===== config.mk =====
export PLATFORM = sky130hd
export DESIGN_NAME = interval_meter
export DESIGN_NICKNAME = d
export VERILOG_FILES = /design/src/rtl/imeter_pkg.sv /design/src/rtl/imeter_edge.sv /design/src/rtl/imeter_ctrl.sv /design/src/rtl/imeter_count.sv /design/src/rtl/interval_meter.sv
export SDC_FILE = /design/constraint.sdc
export NUM_CORES = 1
export LEC_CHECK = 0
export BUFFER_PORTS_ARGS = -buffer_cell sky130_fd_sc_hd__buf_2
export CORE_MARGIN = 2
export CORE_UTILIZATION = 39
export DETAILED_ROUTE_END_ITERATION = 8
export PLACE_DENSITY_LB_ADDON = 0.15
export SYNTH_ARGS = -nofsm -noshare
export SYNTH_HDL_FRONTEND = slang
export SYNTH_SLANG_ARGS = --single-unit
export TNS_END_PERCENT = 1

===== constraint.sdc =====
create_clock -name clk -period 2.5 [get_ports clk]
set_input_delay 0 -clock clk [delete_from_list [all_inputs] [get_ports clk]]
set_output_delay 0 -clock clk [all_outputs]
set_load 0.1 [all_outputs]

===== src/rtl/imeter_pkg.sv =====
package imeter_pkg;

  typedef enum logic [1:0] {
    ST_IDLE  = 2'd0,
    ST_ARMED = 2'd1,
    ST_MEAS  = 2'd2
  } meas_state_e;

  localparam logic [2:0] MODE_WIDTH  = 3'b010;
  localparam logic [2:0] MODE_PERIOD = 3'b011;

  // Active level of a pin for a 2-bit polarity code (01 low, 10 high, else off).
  function automatic logic pol_level(input logic [1:0] pol, input logic pin);
    case (pol)
      2'b01:   return ~pin;
      2'b10:   return pin;
      default: return 1'b0;
    endcase
  endfunction

  function automatic logic mode_valid(input logic [2:0] m);
    return (m == MODE_WIDTH) || (m == MODE_PERIOD);
  endfunction

endpackage


===== src/rtl/imeter_edge.sv =====
module imeter_edge
  import imeter_pkg::*;
(
  input  logic       clk,
  input  logic       rst_n,
  input  logic       pin,
  input  logic [1:0] pol,
  output logic       rise,
  output logic       fall
);

  logic lvl;
  logic lvl_q;

  assign lvl = pol_level(pol, pin);

  always_ff @(posedge clk or negedge rst_n) begin
    if (!rst_n) lvl_q <= 1'b0;
    else        lvl_q <= lvl;
  end

  assign rise = lvl & ~lvl_q;
  assign fall = ~lvl & lvl_q;

endmodule


===== src/rtl/imeter_ctrl.sv =====
module imeter_ctrl
  import imeter_pkg::*;
(
  input  logic       clk,
  input  logic       rst_n,
  input  logic       sw_trig,
  input  logic       trig_in,
  input  logic [1:0] trig_pol,
  input  logic [2:0] mode,
  input  logic       sig_rise,
  input  logic       sig_fall,
  output logic       busy,
  output logic       arm,
  output logic       begin_m,
  output logic       run,
  output logic       finish
);

  meas_state_e state_q;
  logic [2:0]  mode_q;
  logic        trig_q;
  logic        trig_lvl;
  logic        ext_fire;
  logic        trig_any;

  assign trig_lvl = pol_level(trig_pol, trig_in);
  assign ext_fire = trig_lvl & ~trig_q;
  assign trig_any = sw_trig | ext_fire;

  assign arm     = (state_q == ST_IDLE) && trig_any && mode_valid(mode);
  assign begin_m = (state_q == ST_ARMED) && sig_rise;
  assign finish  = (state_q == ST_MEAS) &&
                   ((mode_q == MODE_WIDTH) ? sig_fall : sig_rise);
  assign run     = (state_q == ST_MEAS) && !finish;
  assign busy    = (state_q != ST_IDLE);

  always_ff @(posedge clk or negedge rst_n) begin
    if (!rst_n) begin
      state_q <= ST_IDLE;
      mode_q  <= MODE_WIDTH;
      trig_q  <= 1'b0;
    end else begin
      trig_q <= trig_lvl;
      case (state_q)
        ST_IDLE:  if (arm) begin
                    state_q <= ST_ARMED;
                    mode_q  <= mode;
                  end
        ST_ARMED: if (begin_m) state_q <= ST_MEAS;
        ST_MEAS:  if (finish)  state_q <= ST_IDLE;
        default:  state_q <= ST_IDLE;
      endcase
    end
  end

  AST_ARM_BUSY: assert property (@(posedge clk) disable iff (!rst_n)
    arm |=> busy);
  AST_BAD_MODE_IDLE: assert property (@(posedge clk) disable iff (!rst_n)
    (!busy && !mode_valid(mode)) |=> !busy);
  AST_BUSY_IGNORES_TRIG: assert property (@(posedge clk) disable iff (!rst_n)
    (busy && trig_any && !finish) |=> busy);
  AST_FINISH_IDLE: assert property (@(posedge clk) disable iff (!rst_n)
    finish |=> !busy);

endmodule


===== src/rtl/imeter_count.sv =====
module imeter_count #(
  parameter int W = 16
) (
  input  logic         clk,
  input  logic         rst_n,
  input  logic         clear,
  input  logic         load,
  input  logic         run,
  input  logic         ref_en,
  input  logic         finish,
  output logic [W-1:0] result,
  output logic         done,
  output logic         irq,
  output logic         ovf
);

  localparam logic [W-1:0] CMAX = {W{1'b1}};

  logic [W-1:0] cnt_q;
  logic         hit_max;

  // Saturating increment: holds at the top code.
  function automatic logic [W-1:0] sat_inc(input logic [W-1:0] v);
    return (v == CMAX) ? CMAX : v + 1'b1;
  endfunction

  assign hit_max = run && ref_en && (cnt_q == CMAX);

  always_ff @(posedge clk or negedge rst_n) begin
    if (!rst_n) begin
      cnt_q <= '0;
      ovf   <= 1'b0;
    end else if (clear) begin
      cnt_q <= '0;
      ovf   <= 1'b0;
    end else if (load) begin
      cnt_q <= {{(W-1){1'b0}}, ref_en};
    end else if (run && ref_en) begin
      cnt_q <= sat_inc(cnt_q);
      if (hit_max) ovf <= 1'b1;
    end
  end

  always_ff @(posedge clk or negedge rst_n) begin
    if (!rst_n) begin
      result <= '0;
      done   <= 1'b0;
      irq    <= 1'b0;
    end else begin
      irq <= finish;
      if (finish) begin
        result <= cnt_q;
        done   <= 1'b1;
      end else if (clear) begin
        done <= 1'b0;
      end
    end
  end

  AST_SATURATE: assert property (@(posedge clk) disable iff (!rst_n)
    hit_max |=> (cnt_q == CMAX) && ovf);
  AST_IRQ_PULSE: assert property (@(posedge clk) disable iff (!rst_n)
    irq |=> !irq);
  AST_IRQ_DONE: assert property (@(posedge clk) disable iff (!rst_n)
    irq |-> done);
  AST_CLEAR_FLAGS: assert property (@(posedge clk) disable iff (!rst_n)
    clear |=> !done && !ovf);
  AST_RESULT_HOLD: assert property (@(posedge clk) disable iff (!rst_n)
    !finish |=> $stable(result));

endmodule


===== src/rtl/interval_meter.sv =====
module interval_meter
  import imeter_pkg::*;
#(
  parameter int CW = 16
) (
  input  logic          clk,
  input  logic          rst_n,
  input  logic          ref_en,
  input  logic          sig_in,
  input  logic          trig_in,
  input  logic          sw_trig,
  input  logic [2:0]    mode,
  input  logic [1:0]    in_pol,
  input  logic [1:0]    trig_pol,
  output logic          busy,
  output logic          done,
  output logic          irq,
  output logic          overflow,
  output logic [CW-1:0] result
);

  logic sig_rise;
  logic sig_fall;
  logic arm;
  logic begin_m;
  logic run;
  logic finish;

  imeter_edge u_edge (
    .clk  (clk),
    .rst_n(rst_n),
    .pin  (sig_in),
    .pol  (in_pol),
    .rise (sig_rise),
    .fall (sig_fall)
  );

  imeter_ctrl u_ctrl (
    .clk     (clk),
    .rst_n   (rst_n),
    .sw_trig (sw_trig),
    .trig_in (trig_in),
    .trig_pol(trig_pol),
    .mode    (mode),
    .sig_rise(sig_rise),
    .sig_fall(sig_fall),
    .busy    (busy),
    .arm     (arm),
    .begin_m (begin_m),
    .run     (run),
    .finish  (finish)
  );

  imeter_count #(.W(CW)) u_count (
    .clk   (clk),
    .rst_n (rst_n),
    .clear (arm),
    .load  (begin_m),
    .run   (run),
    .ref_en(ref_en),
    .finish(finish),
    .result(result),
    .done  (done),
    .irq   (irq),
    .ovf   (overflow)
  );

  AST_START_ONLY_ARMED: assert property (@(posedge clk) disable iff (!rst_n)
    (!busy && sig_rise) |=> !done || $stable(result));

endmodule


==> flow_metrics.py <==
metrics = {
    "logic_synthesis": {
        "synth_seq_cells": 42,
        "synth_edf_count": 0,
        "yosysWarnings": 0,
        "synth_common_cells": "dfrtp_1 (41), nand2_1 (18), mux2_2 (15)",
        "synth_top_area_share_pct": 51.0,
        "synth_nets": 192,
        "yosysSeqAreaShare_pct": 52.3,
        "synth_cell_types": 43,
        "yosysTopAreaCell": "dfrtp_1",
        "synth.most_common_cell": "dfrtp_1",
        "avgSynthCellArea_um2": 11.3,
        "ys.flop_type": "dfrtp_1",
        "synthTopCellsByArea": "dfrtp_1 (51%), mux2_2 (8.4%), and4_1 (3.5%)",
        "syn_area_um2": 2010,
        "synthArstFlopShare_pct": 100,
        "synth_cells": 178,
    },
    "floorplanning": {
        "dieArea_um2": 5750,
        "initial_core_util_pct": 39.9,
        "ios": 33,
        "core_um2": 5040,
        "die_width_um": 75.8,
        "row_count": 26,
        "die_h_um": 75.8,
    },
    "clock_network": {
        "cts_buffers": 5,
        "cts_tree": "done",
        "cts.sinks": 42,
        "insertion_delay_ns": 0.29,
        "root_buffer": "clkbuf_8",
        "htreeDepth": 2,
        "cts_setup_buffers": 0,
        "clock_path_buffers": 2,
        "cts.reportedPaths.clkPinSlew_ns": 0.08,
    },
    "sta": {
        "worst_pin_slew_ns": 0.909,
        "slew-limit-headroom_pct": 39.4,
        "finalCritPeriodShare_pct": 89.4,
        "fin_setup_tns_ns": 0,
        "max_freq_ghz": 0.447,
        "fin_crit_ns": 2.24,
        "maxSlewViolCount": 0,
        "setup_slack_ns": 0.265,
        "setup_viol": 0,
        "hold_viol": 0,
        "finClkSkew_ns": 0.00450,
        "rsz0062_at_grt": "no",
    },
    "place": {
        "post-place-ws_ns": 0.0904,
        "io_buffer_count": 32,
        "hpwl_mm": 2.92,
        "gp_congestion": 0.787,
    },
    "route": {
        "ant_nets": 0,
        "routed_wirelength_mm": 4.16,
        "drt_iter0_drc": 35,
        "dr.pass1.iters": 4,
        "drc": 0,
        "routed-via-count": 1497,
        "vias_per_cell": 5.20,
        "wl_per_cell_um": 14.5,
    },
    "grt": {
        "grt_use_total_pct": 16.4,
        "use_met2_pct": 25.8,
        "met1_usage_pct": 21.9,
        "antenna_found_initial": 0,
        "grt_pass1_wl_mm": 7.04,
        "grt_pass1_vias": 1474,
        "use_met3_pct": 3.97,
        "grt_max_degree": 43,
        "busiest_layer": "met2",
        "grt.overflow.total": 0,
    },
    "setup_path": {
        "cp_max_fo": 13,
        "critPathLaunchType": "register",
        "required_ns": 2.66,
        "end_kind": "register",
        "critical_path_class": "register to register",
        "arrival_ns": 2.39,
    },
    "min_path": {
        "hp-class": "input port to register",
    },
    "power": {
        "p_int_mw": 1.19,
        "ir_drop_uv": 512,
        "pwr-share-seq_pct": 42.7,
        "sw_frac_of_total_pct": 36.1,
        "powerDensity_nw_per_um2": 778,
        "p_comb_share_pct": 28.2,
        "p_clk_share_pct": 29.2,
        "power.switching_mw": 0.669,
        "power_leakage_nw": 1.14,
    },
    "final_layout": {
        "fill_cells": 496,
        "fin_nets": 232,
        "antenna_cells": 0,
        "layout-drive-gt1-share_pct": 32.6,
        "fin_util_pct": 47.3,
        "area_delta_synth_final_pct": 18.4,
    },
    "run_status": {
        "outcome": "completed",
    },
    "run": {
        "maxCapViolCount": 0,
    },
}
[flip-flops by register name (all words and copies together), names as in the netlist, 2 cells and up]
signal and flops:
u_ctrl.mode_q 3, u_count.cnt_q 16, u_ctrl.state_q 2, u_count.result 16
[per-stage QoR]
| step | std cells | power (mW) | area (um2) | hold WS, ns |
|---|---|---|---|---|
| CTS | 288 | 1.87 | 2380 | 0.0745 |
| finish | 288 | 1.86 | 2380 | 0.0845 |
| global placement | 277 | 1.31 | 2220 | 0.182 |
| floorplan | 178 | 1.23 | 2010 | -0.296 |
| global route | 288 | 1.94 | 2380 | 0.119 |
| detailed placement | 277 | 1.32 | 2220 | 0.195 |
[critical path: stages (launching register included)]
cell and delay (ns):
dfrtp_1 0.42, or4b_2 0.69, nor2_1 0.11, a21oi_1 0.22, nand2_1 0.48, o21ai_0 0.18
[power groups by stage]
stage          Clock, mW  Combinational (mW)  Sequential [mW]
2_1_floorplan          0               0.285            0.942
3_3_place_gp           0               0.508            0.800
3_5_place_dp           0               0.516            0.807
4_1_cts            0.554               0.522            0.794
5_1_grt            0.580               0.556            0.801
6_report           0.541               0.523            0.791
[what timing repair did]
item | 4_1_cts | 5_1_grt
hold buffers | 4 | 0
setup endpoints to repair | 0 | 2
gates resized for setup | 0 | 1
hold endpoints to repair | 43 | 0
[layout by cell type, fill, tap and decap left out, types with 2 or more instances in the layout]
cell type and instances:
a21oi_1 10, a41oi_1 3, and2_1 3, and3_1 3
and4_1 8, buf_2 32, buf_4 2, clkbuf_8 6
dfrtp_1 41, dlygate4sd3_1 4, inv_1 6, mux2_2 15
nand2_1 18, nand2b_1 3, nand3_1 9, nor2_1 7
nor3_1 13, o21ai_0 5, o22ai_1 2
[cell families (layout without fill, tap and decap cells)]
| kind of cell | after synthesis | in the layout | share of synthesized area, % |
|---|---|---|---|
| compound gates | 31 | 31 | 11.6 |
| fa+ha+maj | 1 | 1 | 0.621 |
| buf+inv | 11 | 51 | 3.73 |
| flops | 42 | 42 | 52.3 |
| mux | 15 | 15 | 8.39 |
| simple gates | 78 | 78 | 23.4 |
[path summary, 6_finish.rpt]
kind	startpoint	end	slack [ns]	cells after the start
max	u_ctrl.state_q[0]	u_count.cnt_q[1]	0.26	5
min	sig_in	u_edge.lvl_q	0.08	3
max reg2reg	u_ctrl.state_q[0]	u_count.cnt_q[1]	0.26	5
min reg2reg	u_ctrl.state_q[1]	u_ctrl.state_q[0]	0.48	1
max in group asynchronous	rst_n	u_count.cnt_q[7]	1.56	2
min in group asynchronous	rst_n	u_count.done	0.38	2
[final cells by class]
type,instances,area [um2],share of cell area (%)
well taps,70,87.6,3.67
repair buffers,38,215,9.03
inverters,6,22.5,0.945
clock inverters,1,30.0,1.26
flip-flops and latches,42,1050,44.1
multi-input cells,125,893,37.5
clock buffers,6,82.6,3.46
[layer usage]
layer  part of all wire (%)  vias up
met2                     47       25
met1                     48      727
met5                      0        -
met4                    1.9        0
li1                       -      738
met3                    3.4        7
(Power assumes the default switching activity.)
